<file path="src/rtl/lpq_pkg.sv">
package lpq_pkg;
   typedef enum logic [1:0] {
      QSRC_HOLD = 2'd0,
      QSRC_NIB  = 2'd1,
      QSRC_ROM  = 2'd2,
      QSRC_HOST = 2'd3
   } qsrc_e;

   // host write beats byte constant beats nibble pair
   function automatic qsrc_e pick_src(input logic host_wr, input logic rom, input logic nib);
      if (host_wr)  return QSRC_HOST;
      else if (rom) return QSRC_ROM;
      else if (nib) return QSRC_NIB;
      else          return QSRC_HOLD;
   endfunction
endpackage

</file>
<file path="src/rtl/lpq_sync.sv">
module lpq_sync #(
   parameter int W = 1,
   parameter int STAGES = 2,
   parameter logic [W-1:0] RST_VAL = '0
) (
   input  logic         clk,
   input  logic         rst_n,
   input  logic [W-1:0] d_i,
   output logic [W-1:0] q_o
);
   logic [W-1:0] chain [STAGES];

   generate
      for (genvar g = 0; g < STAGES; g++) begin : g_stage
         if (g == 0) begin : g_first
            always_ff @(posedge clk or negedge rst_n) begin
               if (!rst_n) chain[g] <= RST_VAL;
               else        chain[g] <= d_i;
            end
         end else begin : g_next
            always_ff @(posedge clk or negedge rst_n) begin
               if (!rst_n) chain[g] <= RST_VAL;
               else        chain[g] <= chain[g-1];
            end
         end
      end
   endgenerate

   assign q_o = chain[STAGES-1];
endmodule

</file>
<file path="src/rtl/lpq_host_dec.sv">
module lpq_host_dec #(
   parameter int STAGES = 2
) (
   input  logic clk,
   input  logic rst_n,
   input  logic rd_n_i,
   input  logic cs_n_i,
   input  logic wr_n_i,
   output logic wr_pulse_o,
   output logic rd_act_o
);
   logic [2:0] raw, synced;
   logic       rd_s, cs_s, wr_s, wr_prev;

   assign raw = {rd_n_i, cs_n_i, wr_n_i};

   lpq_sync #(.W(3), .STAGES(STAGES), .RST_VAL(3'b111)) i_sync (
      .clk   (clk),
      .rst_n (rst_n),
      .d_i   (raw),
      .q_o   (synced)
   );

   assign {rd_s, cs_s, wr_s} = synced;

   always_ff @(posedge clk or negedge rst_n) begin
      if (!rst_n) wr_prev <= 1'b1;
      else        wr_prev <= wr_s;
   end

   assign wr_pulse_o = wr_prev & ~wr_s & ~cs_s;
   assign rd_act_o   = ~rd_s & ~cs_s;

   // one capture per strobe edge
   a_r7_single_pulse: assert property (@(posedge clk) disable iff (!rst_n)
      wr_pulse_o |=> !wr_pulse_o);
endmodule

</file>
<file path="src/rtl/lpq_qreg.sv">
module lpq_qreg
   import lpq_pkg::*;
#(
   parameter int DW = 8,
   localparam int NW = DW / 2
) (
   input  logic          clk,
   input  logic          rst_n,
   input  logic          ld_nib_i,
   input  logic [NW-1:0] mem_nib_i,
   input  logic [NW-1:0] acc_nib_i,
   input  logic          ld_rom_i,
   input  logic [DW-1:0] rom_byte_i,
   input  logic          host_wr_i,
   input  logic [DW-1:0] pin_data_i,
   input  logic          ack_i,
   output logic [DW-1:0] q_o,
   output logic          flag_o
);
   qsrc_e         src;
   logic [DW-1:0] q_nxt;

   always_comb begin
      src = pick_src(host_wr_i, ld_rom_i, ld_nib_i);
      unique case (src)
         QSRC_HOST: q_nxt = pin_data_i;
         QSRC_ROM:  q_nxt = rom_byte_i;
         QSRC_NIB:  q_nxt = {mem_nib_i, acc_nib_i};
         default:   q_nxt = q_o;
      endcase
   end

   always_ff @(posedge clk or negedge rst_n) begin
      if (!rst_n) begin
         q_o    <= '0;
         flag_o <= 1'b0;
      end else begin
         q_o <= q_nxt;
         if (host_wr_i)  flag_o <= 1'b1;
         else if (ack_i) flag_o <= 1'b0;
      end
   end

   a_r4_hold: assert property (@(posedge clk) disable iff (!rst_n)
      !(host_wr_i || ld_rom_i || ld_nib_i) |=> $stable(q_o));
   a_r2_nib_load: assert property (@(posedge clk) disable iff (!rst_n)
      (ld_nib_i && !ld_rom_i && !host_wr_i) |=> q_o == {$past(mem_nib_i), $past(acc_nib_i)});
   a_r3_rom_load: assert property (@(posedge clk) disable iff (!rst_n)
      (ld_rom_i && !host_wr_i) |=> q_o == $past(rom_byte_i));
   a_r7_host_capture: assert property (@(posedge clk) disable iff (!rst_n)
      host_wr_i |=> q_o == $past(pin_data_i));
   a_r10_flag_set: assert property (@(posedge clk) disable iff (!rst_n)
      host_wr_i |=> flag_o);
   a_r10_flag_clear: assert property (@(posedge clk) disable iff (!rst_n)
      (ack_i && !host_wr_i) |=> !flag_o);
endmodule

</file>
<file path="src/rtl/lport_hostlatch.sv">
module lport_hostlatch #(
   parameter int DW = 8,
   parameter bit HOST_EN = 1'b1,
   parameter int SYNC_STAGES = 2,
   localparam int NW = DW / 2
) (
   input  logic          clk,
   input  logic          rst_n,
   input  logic          ld_nib_i,
   input  logic [NW-1:0] mem_nib_i,
   input  logic [NW-1:0] acc_nib_i,
   input  logic          ld_rom_i,
   input  logic [DW-1:0] rom_byte_i,
   input  logic          drv_set_i,
   input  logic          drv_val_i,
   input  logic          host_ack_i,
   input  logic          host_rd_n_i,
   input  logic          host_cs_n_i,
   input  logic          host_wr_n_i,
   input  logic [DW-1:0] pad_i,
   output logic [DW-1:0] pad_o,
   output logic          pad_oe_o,
   input  logic          pin_hi_sel_i,
   output logic [NW-1:0] pin_nib_o,
   output logic          hint_o
);
   if (DW < 2 || (DW % 2) != 0) begin : g_bad_dw
      $error("lport_hostlatch: DW must be even and at least 2");
   end
   if (SYNC_STAGES < 2) begin : g_bad_sync
      $error("lport_hostlatch: SYNC_STAGES must be at least 2");
   end

   logic host_wr, host_rd_act, drv_en;
   logic [DW-1:0] q;

   generate
      if (HOST_EN) begin : g_host
         lpq_host_dec #(.STAGES(SYNC_STAGES)) i_dec (
            .clk        (clk),
            .rst_n      (rst_n),
            .rd_n_i     (host_rd_n_i),
            .cs_n_i     (host_cs_n_i),
            .wr_n_i     (host_wr_n_i),
            .wr_pulse_o (host_wr),
            .rd_act_o   (host_rd_act)
         );
      end else begin : g_nohost
         assign host_wr     = 1'b0;
         assign host_rd_act = 1'b0;
      end
   endgenerate

   lpq_qreg #(.DW(DW)) i_qreg (
      .clk        (clk),
      .rst_n      (rst_n),
      .ld_nib_i   (ld_nib_i),
      .mem_nib_i  (mem_nib_i),
      .acc_nib_i  (acc_nib_i),
      .ld_rom_i   (ld_rom_i),
      .rom_byte_i (rom_byte_i),
      .host_wr_i  (host_wr),
      .pin_data_i (pad_i),
      .ack_i      (host_ack_i),
      .q_o        (q),
      .flag_o     (hint_o)
   );

   always_ff @(posedge clk or negedge rst_n) begin
      if (!rst_n)         drv_en <= 1'b0;
      else if (drv_set_i) drv_en <= drv_val_i;
   end

   assign pad_o     = q;
   assign pad_oe_o  = drv_en | host_rd_act;
   assign pin_nib_o = pin_hi_sel_i ? pad_i[DW-1:NW] : pad_i[NW-1:0];

   a_r5_drv_on: assert property (@(posedge clk) disable iff (!rst_n)
      (drv_set_i && drv_val_i) |=> pad_oe_o);
   a_r5_drv_keep: assert property (@(posedge clk) disable iff (!rst_n)
      (!drv_set_i && pad_oe_o && !host_rd_act) |=> pad_oe_o);
   a_r9_read_drives: assert property (@(posedge clk) disable iff (!rst_n)
      host_rd_act |-> pad_oe_o);
endmodule

</file>
<file path="config.mk">
export PLATFORM = sky130hd
export DESIGN_NAME = lport_hostlatch
export DESIGN_NICKNAME = d
export VERILOG_FILES = /design/src/rtl/lpq_pkg.sv /design/src/rtl/lpq_sync.sv /design/src/rtl/lpq_host_dec.sv /design/src/rtl/lpq_qreg.sv /design/src/rtl/lport_hostlatch.sv
export SDC_FILE = /design/constraint.sdc
export NUM_CORES = 1
export LEC_CHECK = 0
export BUFFER_PORTS_ARGS = -buffer_cell sky130_fd_sc_hd__buf_2
export CORE_MARGIN = 2
export CORE_UTILIZATION = 44
export CTS_CLUSTER_SIZE = 12
export DETAILED_ROUTE_END_ITERATION = 16
export MAX_ROUTING_LAYER = met4
export PLACE_DENSITY = 0.78
export REMOVE_ABC_BUFFERS = 1
export SLEW_MARGIN = 5
export SYNTH_ARGS = -nofsm -noshare
export SYNTH_HDL_FRONTEND = slang
export SYNTH_SLANG_ARGS = --single-unit
</file>
<file path="constraint.sdc">
create_clock -name clk -period 2.32 [get_ports clk]
set_input_delay 0.116 -clock clk [delete_from_list [all_inputs] [get_ports clk]]
set_output_delay 0.116 -clock clk [all_outputs]
set_load 0.005 [all_outputs]
</file>
Word-level counts from Yosys, hierarchy flattened

Index checks and enable logic that the tools add are counted.

Bits in registers: 17
Input bits: 35
Output and inout bits: 14

Equal/unequal tests: 3
Multiplexer cells: 7
Bitwise gates (word level): 7
Reduce and logical (&&, ||, !) cells: 2

Operators with widths:

| cell               | count |
|---|---|
| $pmux 8 s3         | 1 |
| $eq 2x2->1 const B | 2 |
| $mux 2             | 2 |
| $mux 4             | 1 |
| $and 1x1->1        | 3 |
| $mux 1             | 3 |
| $not 1->1          | 3 |
| $reduce_bool 3->1  | 1 |
| $eq 2x1->1 const B | 1 |
| $reduce_bool 2->1  | 1 |
| $or 1x1->1         | 1 |

Longest topological paths before layout

Depth after elaboration: 6
Gate-level depth with buffers: 7
Depth with buffers taken out: 5

Cells and area by module

Synthesis repeated with hierarchy kept, for this count alone.

Cell total of the unflattened synthesis: 76
Area total of the unflattened synthesis: 993.5 µm²

By module, submodules not included:

| module          | times used | cells an instance | area each (µm²) | seq. area each (µm²) |
|---|---|---|---|---|
| lpq_qreg        | 1          | 57                | 683.2           | 225.2 |
| lpq_sync        | 1          | 9                 | 180.2           | 157.7 |
| lport_hostlatch | 1          | 7                 | 87.6            | 25.0 |
| lpq_host_dec    | 1          | 3                 | 42.5            | 26.3 |

Worst setup path after synthesis

Ideal clock, no wire load.

Kind: register to register
Start: register g_host.i_dec.wr_prev
End: register i_qreg.q_o[6]
Library setup time: 0.094 ns
Arrival: 1.798 ns
Data required time: 2.226 ns
Setup slack: 0.428 ns
Stages on the path, launching flop included: 7
Buffers on the path: 1
Period minus slack after synthesis: 1.892 ns
Cell sequence: dfstp_2 > or3b_4 > o21a_1 > ha_1 > buf_6 > nor3b_2 > a221oi_2

Word-level cells in the longest chain between the ends: 5
Elaborated cells on any way between the ends: 8
Classes of those cells: 3 x eq/ne; 2 x mux; 2 x bitwise; 1 x reduce/logical

Ends and longest elaborated chain:

| item                                                   | line               | RTL |
|---|---|---|
| start, declared                                        | lpq_host_dec.sv:13 | `logic rd_s, cs_s, wr_s, wr_prev;` |
| start signal, assigned                                 | lpq_host_dec.sv:28 | `else wr_prev <= wr_s;` |
| $and 1x1->1 (*) (2 in series)                          | lpq_host_dec.sv:31 | `assign wr_pulse_o = wr_prev & ~wr_s & ~cs_s;` |
| $mux 2 (*)                                             | lpq_pkg.sv:11      | `if (host_wr) return QSRC_HOST;` |
| $eq 2x1->1 / $eq 2x2->1 (equally long branches)        | lpq_qreg.sv:25     | `unique case (src)` |
| $pmux 8 s3 / $reduce_bool 3->1 (equally long branches) | n/a                |  |
| end signal, assigned                                   | lpq_qreg.sv:38     | `q_o <= q_nxt;` |
| end, declared                                          | lpq_qreg.sv:17     | `output logic [DW-1:0] q_o,` |

Every way passes the cells marked *; elsewhere a longest branch is shown, timed or not.
A chain may end at the register's enable or synchronous reset.

Final worst setup path

Start: register g_host.i_dec.wr_prev
End: register i_qreg.q_o[5]

The elaborated chain is that of the path after synthesis.

==> out/metrics.yaml <==
setup_path:
  r2r_start: "g_host.i_dec.wr_prev$_DFF_PN1_"
  worstPathCellList: "or3b_4 > o21a_1 > ha_2 > nor2b_1 > o31ai_2"
  regToRegSetupSlack_ns: 0.30
  cp_max_fo: 16
  worst_path_largest_cell_delay_ns: 0.54
  path_buf_inv: 0
  reg2reg_to: "i_qreg.q_o[5]$_DFFE_PN0P_"
  worstSetupStartpoint: "g_host.i_dec.wr_prev$_DFF_PN1_"
  r2r_cells: 5
  end_kind: "flip-flop"
  crit_slowest_cell: "ha_2"
  cp-start-kind: "flip-flop"
  critPathKind: "flip-flop to flip-flop"
  critical_path_arrival_ns: 2.20
  critPathCapture: "i_qreg.q_o[5]$_DFFE_PN0P_"
  worstPathRequired_ns: 2.49
  cp_top_family: "simple AND/OR/NAND/NOR gates"
  cp.depth: 5
floorplan:
  ios: 49
  fp.dieH_um: 50.8
  core_area_sq_um: 2020
  die_area_sq_um: 2580
  die_w_um: 50.8
  start_util_pct: 47.7
  row_count: 16
worst_hold_path:
  min_path_cells: 2
  holdCritStartpoint: "drv_val_i"
  hold_path_class: "input pin to flip-flop"
synth:
  synth_area_sq_um: 965
  yosys_warnings: 0
  yosys_register_bits: 17
  synth.avg_cell_area_sq_um: 13.4
  syn_inst: 72
  yosysUniqueCellTypes: 23
  yosysSeqAreaShare_pct: 45.0
sta:
  layout_min_cycle_time_ns: 2.02
  slew_violations: 0
  finalHoldViolCount: 0
  tns_ns: 0
  rsz0062_at_grt: "no"
  max_freq_ghz: 0.494
  worst_slew_pin_slew_ns: 0.465
  layout_worst_path_cycle_share_pct: 87.3
  slew-limit-headroom_pct: 69.0
  finClkSkew_ns: 0.00255
  setup_viol: 0
layout:
  fin_nets: 164
  post-route-cell-area_sq_um: 1270
  diodes: 0
  syn2layout_area_growth_pct: 31.6
  drive_above_1_share_pct: 66.4
  fin_cells: 152
  final_util_pct: 62.8
global_route:
  grt_pass1_wl_mm: 3.51
  grt_pass1_vias: 770
  grt.met1_usage_pct: 21.1
  met3_usage_pct: 2.92
  grt_usage_pct: 19.4
  met2_usage_pct: 34.0
  antenna_found_initial: 0
  grt_max_degree: 18
  busiest_layer: "met2"
  overflow: 0
clock_tree:
  htreeDepth: 1
  root_buffer: "clkbuf_4"
  cts_sinks: 17
  clock_latency_ns: 0.28
  clock_path_buffers: 2
  numCtsBuffers: 3
  cts_tree: "yes"
  clkSlewWorstSetupHoldPaths_ns: 0.09
power:
  total_leakage_power_nw: 0.602
  p_sw_mw: 0.207
  power.combinational.fraction_pct: 30.5
  p_total_mw: 0.728
  p_sw_share_pct: 28.5
  p_int_mw: 0.520
  ir_drop_mv: 0.342
  cellPowerDensity_nw_per_um2: 573
  pwr-share-clk_pct: 20.6
  sequentialPowerShare_pct: 48.9
route:
  drt_first_pass_iters: 4
  remaining_drc_errors: 0
  wl_per_cell_um: 14.0
  vias: 772
  vias_per_cell: 5.08
  drt-initial-drc-count: 5
  ant_nets: 0
  wl_mm: 2.13
placement:
  place_inst: 143
  place_congestion: 0.732
  postPlaceCellArea_sq_um: 1190
  numPortBuffers: 48
  dp_hpwl_mm: 1.69
status:
  status: "completed"
run:
  max_cap_violations: 0
## Yosys cell counts
cell,count,area (sq um)
mux2_2,1,11.3
buf_12,1,20.0
a221oi_2,8,120
buf_4,1,7.51
nor2b_2,3,26.3
o21a_1,1,7.51
dfrtp_1,10,250
mux2_1,4,45.0
o21bai_1,1,7.51
nand2b_1,1,6.26
nor2b_1,4,25.0
buf_2,1,5.00
dfstp_2,7,184
nor3b_2,1,12.5
o21ai_1,2,10.0
nand2_1,8,30.0
or3b_4,1,11.3
a211oi_2,1,12.5
nor2b_4,1,13.8
buf_6,2,22.5
ha_1,3,37.5
inv_1,3,11.3
o31ai_2,7,87.6
## layer usage
metal	routed length, um	vias up
li1	-	370
met1	839	378
met2	1170	22
met3	91	2
met4	28	0
met5	0	-
## flip-flops by register name (all words and copies together) (netlist names)
signal and flops:
i_qreg.flag_o 1, g_host.i_dec.i_sync.q_o 3, g_host.i_dec.wr_prev 1, g_host.i_dec.i_sync.chain 3, drv_en 1, i_qreg.q_o 8
## metrics by stage
step           worst slack (ns)  hold WS, ns
4_1_cts                   0.127       0.0528
6_report                  0.295       0.0642
5_1_grt                   0.184       0.0517
3_3_place_gp              0.205       0.0515
3_5_place_dp              0.147       0.0551
2_1_floorplan             0.327       -0.180
## worst register-to-register path: stages, from the launching register on
cell	delay, ns
dfstp_2	0.52
or3b_4	0.40
o21a_1	0.14
ha_2	0.54
nor2b_1	0.25
o31ai_2	0.08
## power groups by stage
stage,Clock [mW],Sequential [mW],Combinational [mW]
after floorplan,0,0.361,0.116
after global placement,0,0.359,0.208
after detailed placement,0,0.361,0.216
after CTS,0.158,0.356,0.223
after global routing,0.173,0.360,0.242
final,0.150,0.356,0.222
## logic make-up after synthesis
family                   count (synthesis)  synth area share (%)
AO/OA/AOI/OAI                           20                  25.4
AND/OR/NAND/NOR                         19                  13.0
flip-flops                              17                  45.0
buffers and inverters                    8                  6.87
multiplexers                             5                  5.84
adder cells (fa/ha/maj)                  3                  3.89
## area by class of cell
cell class                 count  area (sq um)
fill                         173           752
clock buffer                   4          26.3
tap                           27          33.8
timing repair buffer          54           298
sequential                    17           434
multi-input combinational     47           467
inverter                       3          11.3
## cell usage in the layout, fill, tap and decap left out, drive strengths merged
cell type / synthesis / final
clkbuf: 0 / 4
inv: 3 / 3
dfrtp: 10 / 10
o21ai: 2 / 2
nand2: 8 / 8
nand2b: 1 / 1
o31ai: 7 / 7
a211oi: 1 / 1
o21bai: 1 / 1
nor2b: 8 / 8
or3b: 1 / 1
mux2: 5 / 5
ha: 3 / 3
o21a: 1 / 1
dfstp: 7 / 7
dlygate4sd3: 0 / 5
a221oi: 8 / 8
nor3b: 1 / 1
buf: 5 / 49
## worst min path at each step
| stage | to | slack [ns] |
|---|---|---|
| detailed placement | i_qreg.q_o[3]$_DFFE_PN0P_ | 0.06 |
| CTS | drv_en$_DFFE_PN0P_ | 0.05 |
| global placement | i_qreg.q_o[3]$_DFFE_PN0P_ | 0.05 |
| floorplan | drv_en$_DFFE_PN0P_ | -0.18 |
| global route | drv_en$_DFFE_PN0P_ | 0.05 |
| finish | drv_en$_DFFE_PN0P_ | 0.06 |
## repair_timing
action / CTS / global route
setup endpoints to repair: 0 / 1
hold endpoints to repair: 14 / 0
hold buffers: 5 / 0
buffers inserted: 0 / 0
gates resized for setup: 0 / 1
Note: power is estimated with default switching activity, not from simulation.
